===== config.mk =====
export PLATFORM = sky130hd
export DESIGN_NAME = trc_monitor
export DESIGN_NICKNAME = d
export VERILOG_FILES = /design/src/rtl/trc_pkg.sv /design/src/rtl/trc_crc7_step.sv /design/src/rtl/trc_rot_match.sv /design/src/rtl/trc_monitor.sv
export SDC_FILE = /design/constraint.sdc
export NUM_CORES = 2
export LEC_CHECK = 0
export ABC_AREA = 1
export BUFFER_PORTS_ARGS = -buffer_cell sky130_fd_sc_hd__buf_4
export CAP_MARGIN = 0
export CORE_UTILIZATION = 36
export CTS_CLUSTER_SIZE = 8
export DETAILED_ROUTE_END_ITERATION = 8
export PLACE_DENSITY = 0.53
export SLEW_MARGIN = 15
export SYNTH_ARGS = -nofsm -noshare
export SYNTH_HDL_FRONTEND = slang
export SYNTH_HIERARCHICAL = 1
export SYNTH_SLANG_ARGS = --single-unit

===== constraint.sdc =====
create_clock -name clk -period 8.85 [get_ports clk]
set_input_delay 0.4425 -clock clk [delete_from_list [all_inputs] [get_ports clk]]
set_output_delay 0.4425 -clock clk [all_outputs]
set_load 0.01 [all_outputs]

===== src/rtl/trc_pkg.sv =====
package trc_pkg;
    localparam int              TRC_CRC_W    = 7;
    localparam logic [6:0]      TRC_CRC_POLY = 7'h09;  // x^7 + x^3 + 1
    typedef logic [7:0]         trc_byte_t;
endpackage


===== src/rtl/trc_crc7_step.sv =====
module trc_crc7_step
    import trc_pkg::*;
#(
    parameter int              W    = TRC_CRC_W,
    parameter logic [W-1:0]    POLY = TRC_CRC_POLY
) (
    input  logic [W-1:0] crc_i,
    input  trc_byte_t    data_i,
    output logic [W-1:0] crc_o
);
    always_comb begin
        logic [W-1:0] c;
        logic         fb;
        c = crc_i;
        for (int b = 7; b >= 0; b--) begin
            fb = c[W-1] ^ data_i[b];
            c  = {c[W-2:0], 1'b0};
            if (fb) c = c ^ POLY;
        end
        crc_o = c;
    end
endmodule


===== src/rtl/trc_rot_match.sv =====
module trc_rot_match
    import trc_pkg::*;
#(
    parameter int N = 64
) (
    input  logic [N-1:0][7:0] exp_i,
    input  trc_byte_t         byte_i,
    output logic [N-1:0]      hit_o
);
    for (genvar k = 0; k < N; k++) begin : g_cmp
        assign hit_o[k] = (exp_i[k] == byte_i);
    end
endmodule


===== src/rtl/trc_monitor.sv =====
module trc_monitor
    import trc_pkg::*;
#(
    parameter int LONG_LEN  = 64,   // power of two
    parameter int SHORT_LEN = 16    // power of two, not above LONG_LEN
) (
    input  logic                        clk,
    input  logic                        rst_n,
    input  logic [7:0]                  trc_byte,
    input  logic                        trc_vld,
    input  logic                        mode_short,
    input  logic                        wr_en,
    input  logic [$clog2(LONG_LEN)-1:0] wr_addr,
    input  logic [7:0]                  wr_data,
    input  logic                        rd_clr,
    output logic                        mism_o,
    output logic                        crc_err_o
);
    localparam int AW = $clog2(LONG_LEN);
    localparam int PW = $clog2(SHORT_LEN);
    localparam int CW = TRC_CRC_W;

    typedef struct packed {
        logic [LONG_LEN-1:0][7:0] exp;    // physical j holds logical (j+rot)
        logic [AW-1:0]            rot;
        logic [LONG_LEN-1:0]      alive;  // rotations still consistent
        logic [AW-1:0]            wcnt;
        logic                     locked;
        logic [PW-1:0]            pos;
        logic [CW-1:0]            crc;
        logic [CW-1:0]            rxcrc;
        logic                     diff;
        logic                     mode;
        logic                     mism;
        logic                     crcerr;
    } st_t;

    st_t st_q, st_d;

    logic            frm;
    logic [CW-1:0]   crc_in, crc_nx;
    trc_byte_t       crc_data;
    logic [AW-1:0]   rd_idx, wr_idx;
    trc_byte_t       exp_byte;
    logic [LONG_LEN-1:0] hit;

    assign frm      = trc_byte[7];
    assign crc_in   = frm ? '0 : st_q.crc;
    assign crc_data = frm ? 8'h80 : trc_byte;
    assign rd_idx   = (frm ? '0 : AW'(st_q.pos)) - st_q.rot;
    assign wr_idx   = wr_addr - st_q.rot;
    assign exp_byte = st_q.exp[rd_idx];

    trc_crc7_step #(.W(CW), .POLY(TRC_CRC_POLY)) u_crc (
        .crc_i (crc_in),
        .data_i(crc_data),
        .crc_o (crc_nx)
    );

    trc_rot_match #(.N(LONG_LEN)) u_match (
        .exp_i (st_q.exp),
        .byte_i(trc_byte),
        .hit_o (hit)
    );

    always_comb begin
        logic set_m, set_c, restart, diff_nx;
        logic [LONG_LEN-1:0] alive_nx;
        st_d     = st_q;
        set_m    = 1'b0;
        set_c    = 1'b0;
        diff_nx  = 1'b0;
        alive_nx = st_q.alive & hit;
        restart  = wr_en || (mode_short != st_q.mode);
        st_d.mode = mode_short;
        if (wr_en) st_d.exp[wr_idx] = wr_data;
        if (restart) begin
            st_d.locked = 1'b0;
            st_d.alive  = '1;
            st_d.wcnt   = '0;
        end else if (trc_vld) begin
            if (mode_short) begin
                if (frm) begin
                    st_d.locked = 1'b1;
                    st_d.pos    = PW'(1);
                    st_d.crc    = crc_nx;
                    st_d.rxcrc  = trc_byte[CW-1:0];
                    st_d.diff   = (trc_byte != exp_byte);
                end else if (st_q.locked) begin
                    diff_nx   = st_q.diff | (trc_byte != exp_byte);
                    st_d.crc  = crc_nx;
                    st_d.diff = diff_nx;
                    if (st_q.pos == PW'(SHORT_LEN - 1)) begin
                        st_d.locked = 1'b0;
                        if (crc_nx != st_q.rxcrc) set_c = 1'b1;
                        else if (diff_nx)         set_m = 1'b1;
                    end else begin
                        st_d.pos = st_q.pos + PW'(1);
                    end
                end
            end else begin
                st_d.exp = {st_q.exp[0], st_q.exp[LONG_LEN-1:1]};
                st_d.rot = st_q.rot + AW'(1);
                if (st_q.wcnt == AW'(LONG_LEN - 1)) begin
                    st_d.wcnt  = '0;
                    st_d.alive = '1;
                    if (alive_nx == '0) set_m = 1'b1;
                end else begin
                    st_d.wcnt  = st_q.wcnt + AW'(1);
                    st_d.alive = alive_nx;
                end
            end
        end
        st_d.mism   = (st_q.mism   & ~rd_clr) | set_m;
        st_d.crcerr = (st_q.crcerr & ~rd_clr) | set_c;
    end

    always_ff @(posedge clk) begin
        if (!rst_n) begin
            st_q       <= '0;
            st_q.alive <= '1;
        end else begin
            st_q <= st_d;
        end
    end

    assign mism_o    = st_q.mism;
    assign crc_err_o = st_q.crcerr;
endmodule


; Word-level counts from Yosys, hierarchy flattened
; Index checks and enable logic that the tools add are counted.
[word_totals]
register_bits = 611
inputBits = 28
output_inout_bits = 2
wordCells = 236
[op_classes]
n_addsub = 5
magnitude_cmp = 3
n_eq_ne = 70
mux = 46
bitwise = 26
reduce_logical = 11
[ops]
columns = operator, n
row1 = $mux W608, 1
row2 = $mux W588, 1
row3 = $mux W518, 1
row4 = $bwmux W512, 1
row5 = $eq A8 B8 Y1, 64
row6 = $mux W512, 1
row7 = $mux W70, 1
row8 = $and A64 B64 Y64, 1
row9 = $logic_not A64 Y1, 1
row10 = $bmux W8 S6, 1
row11 = $demux W8 S6, 1
row12 = $mux W4, 10
row13 = $mux W12, 2
row14 = $mux W8, 3
row15 = $mux W1, 20
row16 = $mux W20, 1
row17 = $not A2 Y2, 8
row18 = $lt A6 B7 Y1 const B, 2
row19 = $mux W7, 2
row20 = $add A6 B1 Y6 const B, 2
row21 = $ne A8 B8 Y1, 1
row22 = $reduce_and A4 Y1, 2
row23 = $xor A1 B1 Y1, 8
row24 = $ne A7 B7 Y1, 1
row25 = other kinds (18), 25

; Longest topological paths before layout
[depth]
ltp_word = 26
mapped_depth = 26
depth_no_buf = 25

; Hierarchy
; Netlist, hierarchy kept.
[by_module_without_submodules]
columns = mod, instances, cells_per_inst, area_each_um2, seq_area_each_um2
row1 = trc_monitor, 1, 5413, 34087.7, 12231.7
row2 = trc_rot_match, 1, 2608, 10131.0, 0.0
row3 = trc_crc7_step, 1, 75, 325.3, 0.0

; Least setup slack after synthesis
; No wires, ideal clock.
[synth_path]
kind = input to register
from = input trc_byte[7]
to = register st_q, in the netlist mism_o
setup_time_ns = 0.112
t_arrival_ns = 3.237
t_required_ns = 8.738
slack_ns = 5.501
path_stages = 21
n_path_buf = 3
path_cell_list = clkbuf_1 > buf_1 > nor2_1 > fa_1 > xor2_1 > clkbuf_1 > nand3_1 > nand2_1 > nand2_1 > nand3_1 > nand3_1 > nand2_1 > nand2_1 > nand2_1 > nand3_1 > nor2_1 > nand3_1 > nand2_1 > nand2_1 > nand2_1 > nand2_1
[synth_via]
elab_chain_len = 18
elab_cells_between_ends = 110
cone_classes = add/sub (1) / eq/ne (66) / mux (23) / bitwise (19) / reduce/logical (1)
[synth_rtl]
columns = element, line_no
row1 = start: declaration, trc_monitor.sv:9  ; input logic [7:0] trc_byte,
row2 = branches (longest 14 deep; another with $sub A4 B6 Y6), n/a
row3 = $mux W1 (*), trc_monitor.sv:82  ; if (mode_short) begin
row4 = $mux W1 (*), trc_monitor.sv:81  ; end else if (trc_vld) begin
row5 = $mux W1 (*), trc_monitor.sv:77  ; if (restart) begin
row6 = $or A1 B1 Y1 (*), trc_monitor.sv:114  ; st_d.mism = (st_q.mism & ~rd_clr) | set_m;
row7 = end signal: assignment, trc_monitor.sv:123  ; st_q <= st_d;
row8 = end: declaration, trc_monitor.sv:38  ; st_t st_q, st_d;
; Mark *: on every way between the ends. The select of a mux whose other input is x is not followed.
; A chain may end at the register's enable or synchronous reset.

; Final worst setup path
[layout_path]
from = register st_q[18] in the netlist's numbering
to = register st_q, in the netlist mism_o
[layout_via]
elab_chain_len = 15
elab_cells_between_ends = 16
cone_classes = add/sub (1) / eq/ne (2) / mux (11) / bitwise (2)
[layout_rtl]
columns = element, line_no
row1 = $mux W4, trc_monitor.sv:50  ; assign rd_idx = (frm ? '0 : AW'(st_q.pos)) - st_q.rot;
row2 = $sub A4 B6 Y6, trc_monitor.sv:50
row3 = $bmux W8 S6, trc_monitor.sv:52  ; assign exp_byte = st_q.exp[rd_idx];
row4 = $mux W8 (implied by the code), trc_monitor.sv:52
row5 = $ne A8 B8 Y1, trc_monitor.sv:90  ; diff_nx = st_q.diff | (trc_byte != exp_byte);
row6 = $or A1 B1 Y1, trc_monitor.sv:90
row7 = $mux W1, trc_monitor.sv:96  ; else if (diff_nx) set_m = 1'b1;
row8 = $mux W1, trc_monitor.sv:95  ; if (crc_nx != st_q.rxcrc) set_c = 1'b1;
row9 = $mux W1 (*), trc_monitor.sv:93  ; if (st_q.pos == PW'(SHORT_LEN - 1)) begin
row10 = $mux W1 (*), trc_monitor.sv:89  ; end else if (st_q.locked) begin
row11 = $mux W1 (*), trc_monitor.sv:83  ; if (frm) begin
row12 = $mux W1 (*), trc_monitor.sv:82
row13 = $mux W1 (*), trc_monitor.sv:81
row14 = $mux W1 (*), trc_monitor.sv:77
row15 = $or A1 B1 Y1 (*), trc_monitor.sv:114
; Mark *: on every way between the ends. The rest lies on a longest branch, timed or not. The select of a mux whose other input is x is not followed.

==> out/metrics.yaml <==
timing:
  worstMarginPinSlew_ns: 1.195
  report.final.slew_viol_count: 0
  slew_headroom_pct: 20.36
  skew_ns: 0.02712
  finalCritPeriodShare_pct: 51.69
  period_minus_slack_ns: 4.575
  setup_viol: 0
  finalHoldViolCount: 0
  setup_tns_ns: 0
  clock.fmax_mhz: 218.6
  rsz0062_at_grt: "no"
logic_synthesis:
  avgSynthCellArea_um2: 5.502
  syn-num-nets: 8138
  yosys-top-cells-area: "nand2_1, dfxtp_1, inv_1, nand3_1, o211ai_1"
  ys_warn_count: 6
  synth-main-ff-cell: "dfxtp_1"
  synth_top_area_cell: "nand2_1"
  synth-simple-area-share_pct: 40.15
  yosysUniqueCellTypes: 43
  synth_mux_area_share_pct: 0
  seq_area_frac_synth_pct: 27.46
  synth_commonest_cells: "nand2_1, inv_1, nand3_1, dfxtp_1, o21ai_0"
  synth-xor-area-share_pct: 0.4691
  yosysMostFrequentCell: "nand2_1"
  synth_compound_area_share_pct: 15.05
  synth_area_um2: 44540
  synth_top_family_by_area: "simple AND/OR/NAND/NOR gates"
  synth_adder_area_share_pct: 0.4270
  ys_ff_latch: 611
  synth_cells: 8096
  yosysTopAreaCellShare_pct: 27.48
  async_reset_ff_share_pct: 0
  synth-edff-count: 0
min_path:
  hp-start: "wr_data[2]"
  hp-class: "in2reg"
floorplan:
  die_x_um: 353.8
  num_io_pins: 30
  die-area_um2: 125100
  rows: 128
  fp.dieH_um: 353.8
  core_um2: 122200
  initial_core_util_pct: 36.45
power_and_ir_drop:
  power.total_mw: 7.536
  vdd_drop_max_v: 0.0001330
  power_density_nw_per_um2: 158.6
  leakage_nw: 23.98
global_routing:
  antenna_found_initial: 2
  overflow: 0
  grt_max_degree: 236
  grt_pass1_wl_um: 277800
  track_usage_pct: 28.80
  grt_pass1_vias: 43093
placement:
  portBuffers: 29
  hpwl_um: 117900
  place_congestion: 0.9030
  dpl_cell_area_um2: 45260
  dp.cells: 9329
detailed_routing:
  vias_per_cell: 5.233
  drc: 0
  drt-initial-drc-count: 5529
  antenna_left: 0
  drtPass1Iterations: 6
  post_drt_wl_per_cell_um: 19.75
  num_vias: 49341
  routed_wl_um: 186200
cts:
  cts_root_buffer: "clkbuf_16"
  clockBufferDepth: 3
  cts-buffers-inserted: 87
  h-tree-depth: 3
  clk_pin_slew_ns: 0.05
  clk_latency_ns: 0.67
  cts_tree: "built"
  clock_sinks: 611
  cts_resized: 0
cells_and_area:
  nets: 7836
  stdcell_count: 9428
  final_util_pct: 38.88
  antenna_cells: 0
  syn2layout_area_growth_pct: 6.649
  fin_area_um2: 47510
  drive_gt1_share_pct: 3.742
worst_setup_path:
  cp-start-kind: "flop"
  crit_arrival_ns: 5.13
  timing.rr.start: "st_q[18]"
  end_kind: "flop"
  crit_start: "st_q[18]"
  critPathRequiredTime_ns: 9.40
  path_max_fanout: 84
  timing_worst_setup_path_type: "reg2reg"
job:
  max-cap-violations: 0
outcome:
  status: "completed"
-- flip-flops by register name, summed over array words and instances (netlist names) --
name and flops:
mism_o 1, crc_err_o 1, st_q 609
-- per-stage QoR --
step	setup slack, ns	hold WS [ns]
detailed placement	3.867	0.4483
floorplan	5.501	0.4303
CTS	4.347	0.1045
global placement	3.891	0.4424
global route	3.934	0.1434
finish	4.275	0.1376
-- cell families (layout without fill, tap and decap cells) --
family	Yosys count	in the layout
AO/OA/AOI/OAI	1138	1138
XOR/XNOR	20	20
adder cells (fa/ha/maj)	14	14
buffers and inverters	1845	1552
flip-flops	611	611
AND/OR/NAND/NOR	4468	4468
-- worst paths after layout --
check / endpoint / slack [ns] / cells past startpoint
worst min register to register: st_q[17] / 0.45 / 2
worst max register to register: mism_o / 4.28 / 21
worst min-delay path: st_q[253] / 0.14 / 3
worst max-delay path: mism_o / 4.28 / 21
-- cell usage in the layout, fill, tap and decap left out, types with 4 or more instances in the layout --
cell	synthesis	layout
a21oi_1	238	238
a221oi_1	6	6
a22o_1	17	17
buf_12	0	5
buf_4	19	94
clkbuf_1	312	8
clkbuf_16	0	87
clkinv_2	0	8
dfxtp_1	611	611
ha_1	12	11
inv_1	1317	1316
inv_2	35	26
nand2_1	3261	3260
nand2_2	4	5
nand3_1	681	681
nand3_2	5	5
nand4_1	13	13
nor2_1	448	446
nor2_2	32	32
nor2_4	10	12
nor3_1	5	5
nor4_1	5	4
o211ai_1	355	355
o21ai_0	463	463
o21ai_1	49	49
xnor2_1	5	5
xor2_1	12	10
-- worst max-delay path, stage by stage (launching register included) --
cell and delay (ns):
dfxtp_1 0.37, nand2_1 0.12, ha_4 0.57, buf_4 0.82, buf_4 0.77, nand2_1 0.11
nand3_1 0.12, nand3_1 0.12, nand2_1 0.17, nand2_1 0.06, nand3_1 0.22, nand3_1 0.23
nand2_1 0.12, nand2_1 0.05, nand2_1 0.08, nand2_1 0.04, nor2_1 0.13, nand3_1 0.09
nand2_1 0.07, nand2_1 0.05, nand2_1 0.05, nand2_1 0.05
-- power breakdown --
part	internal [mW]	total, mW	switching [mW]
registers	2.87	3.03	0.159
clock network	1.74	3.06	1.32
logic	0.414	1.45	1.04
total	5.02	7.54	2.51
-- metal layers --
metal | part of all wire (%) | up-vias | wire length (um) | track usage [%]
li1 | - | 24293 | - | -
met1 | 44 | 22692 | 81680 | 39.56
met2 | 45 | 2052 | 82920 | 46.22
met3 | 8.2 | 304 | 15270 | 3.474
met4 | 3.4 | 0 | 6309 | 10.10
met5 | 0 | - | 0 | 0
-- timing repair --
action,4_1_cts,5_1_grt
hold buffers,1,0
buffers inserted,0,0
endpoints found under the hold margin,1,0
-- layout make-up --
cell class / count / area (um2)
fill: 13419 / 74690
multi-input combinational: 5640 / 25070
sequential: 611 / 12230
inverter: 1353 / 5107
clock buffer: 96 / 2221
tap: 1625 / 2033
timing repair buffer: 101 / 830.8
clock inverter: 2 / 13.76
Power figures use the tool's default switching activity.
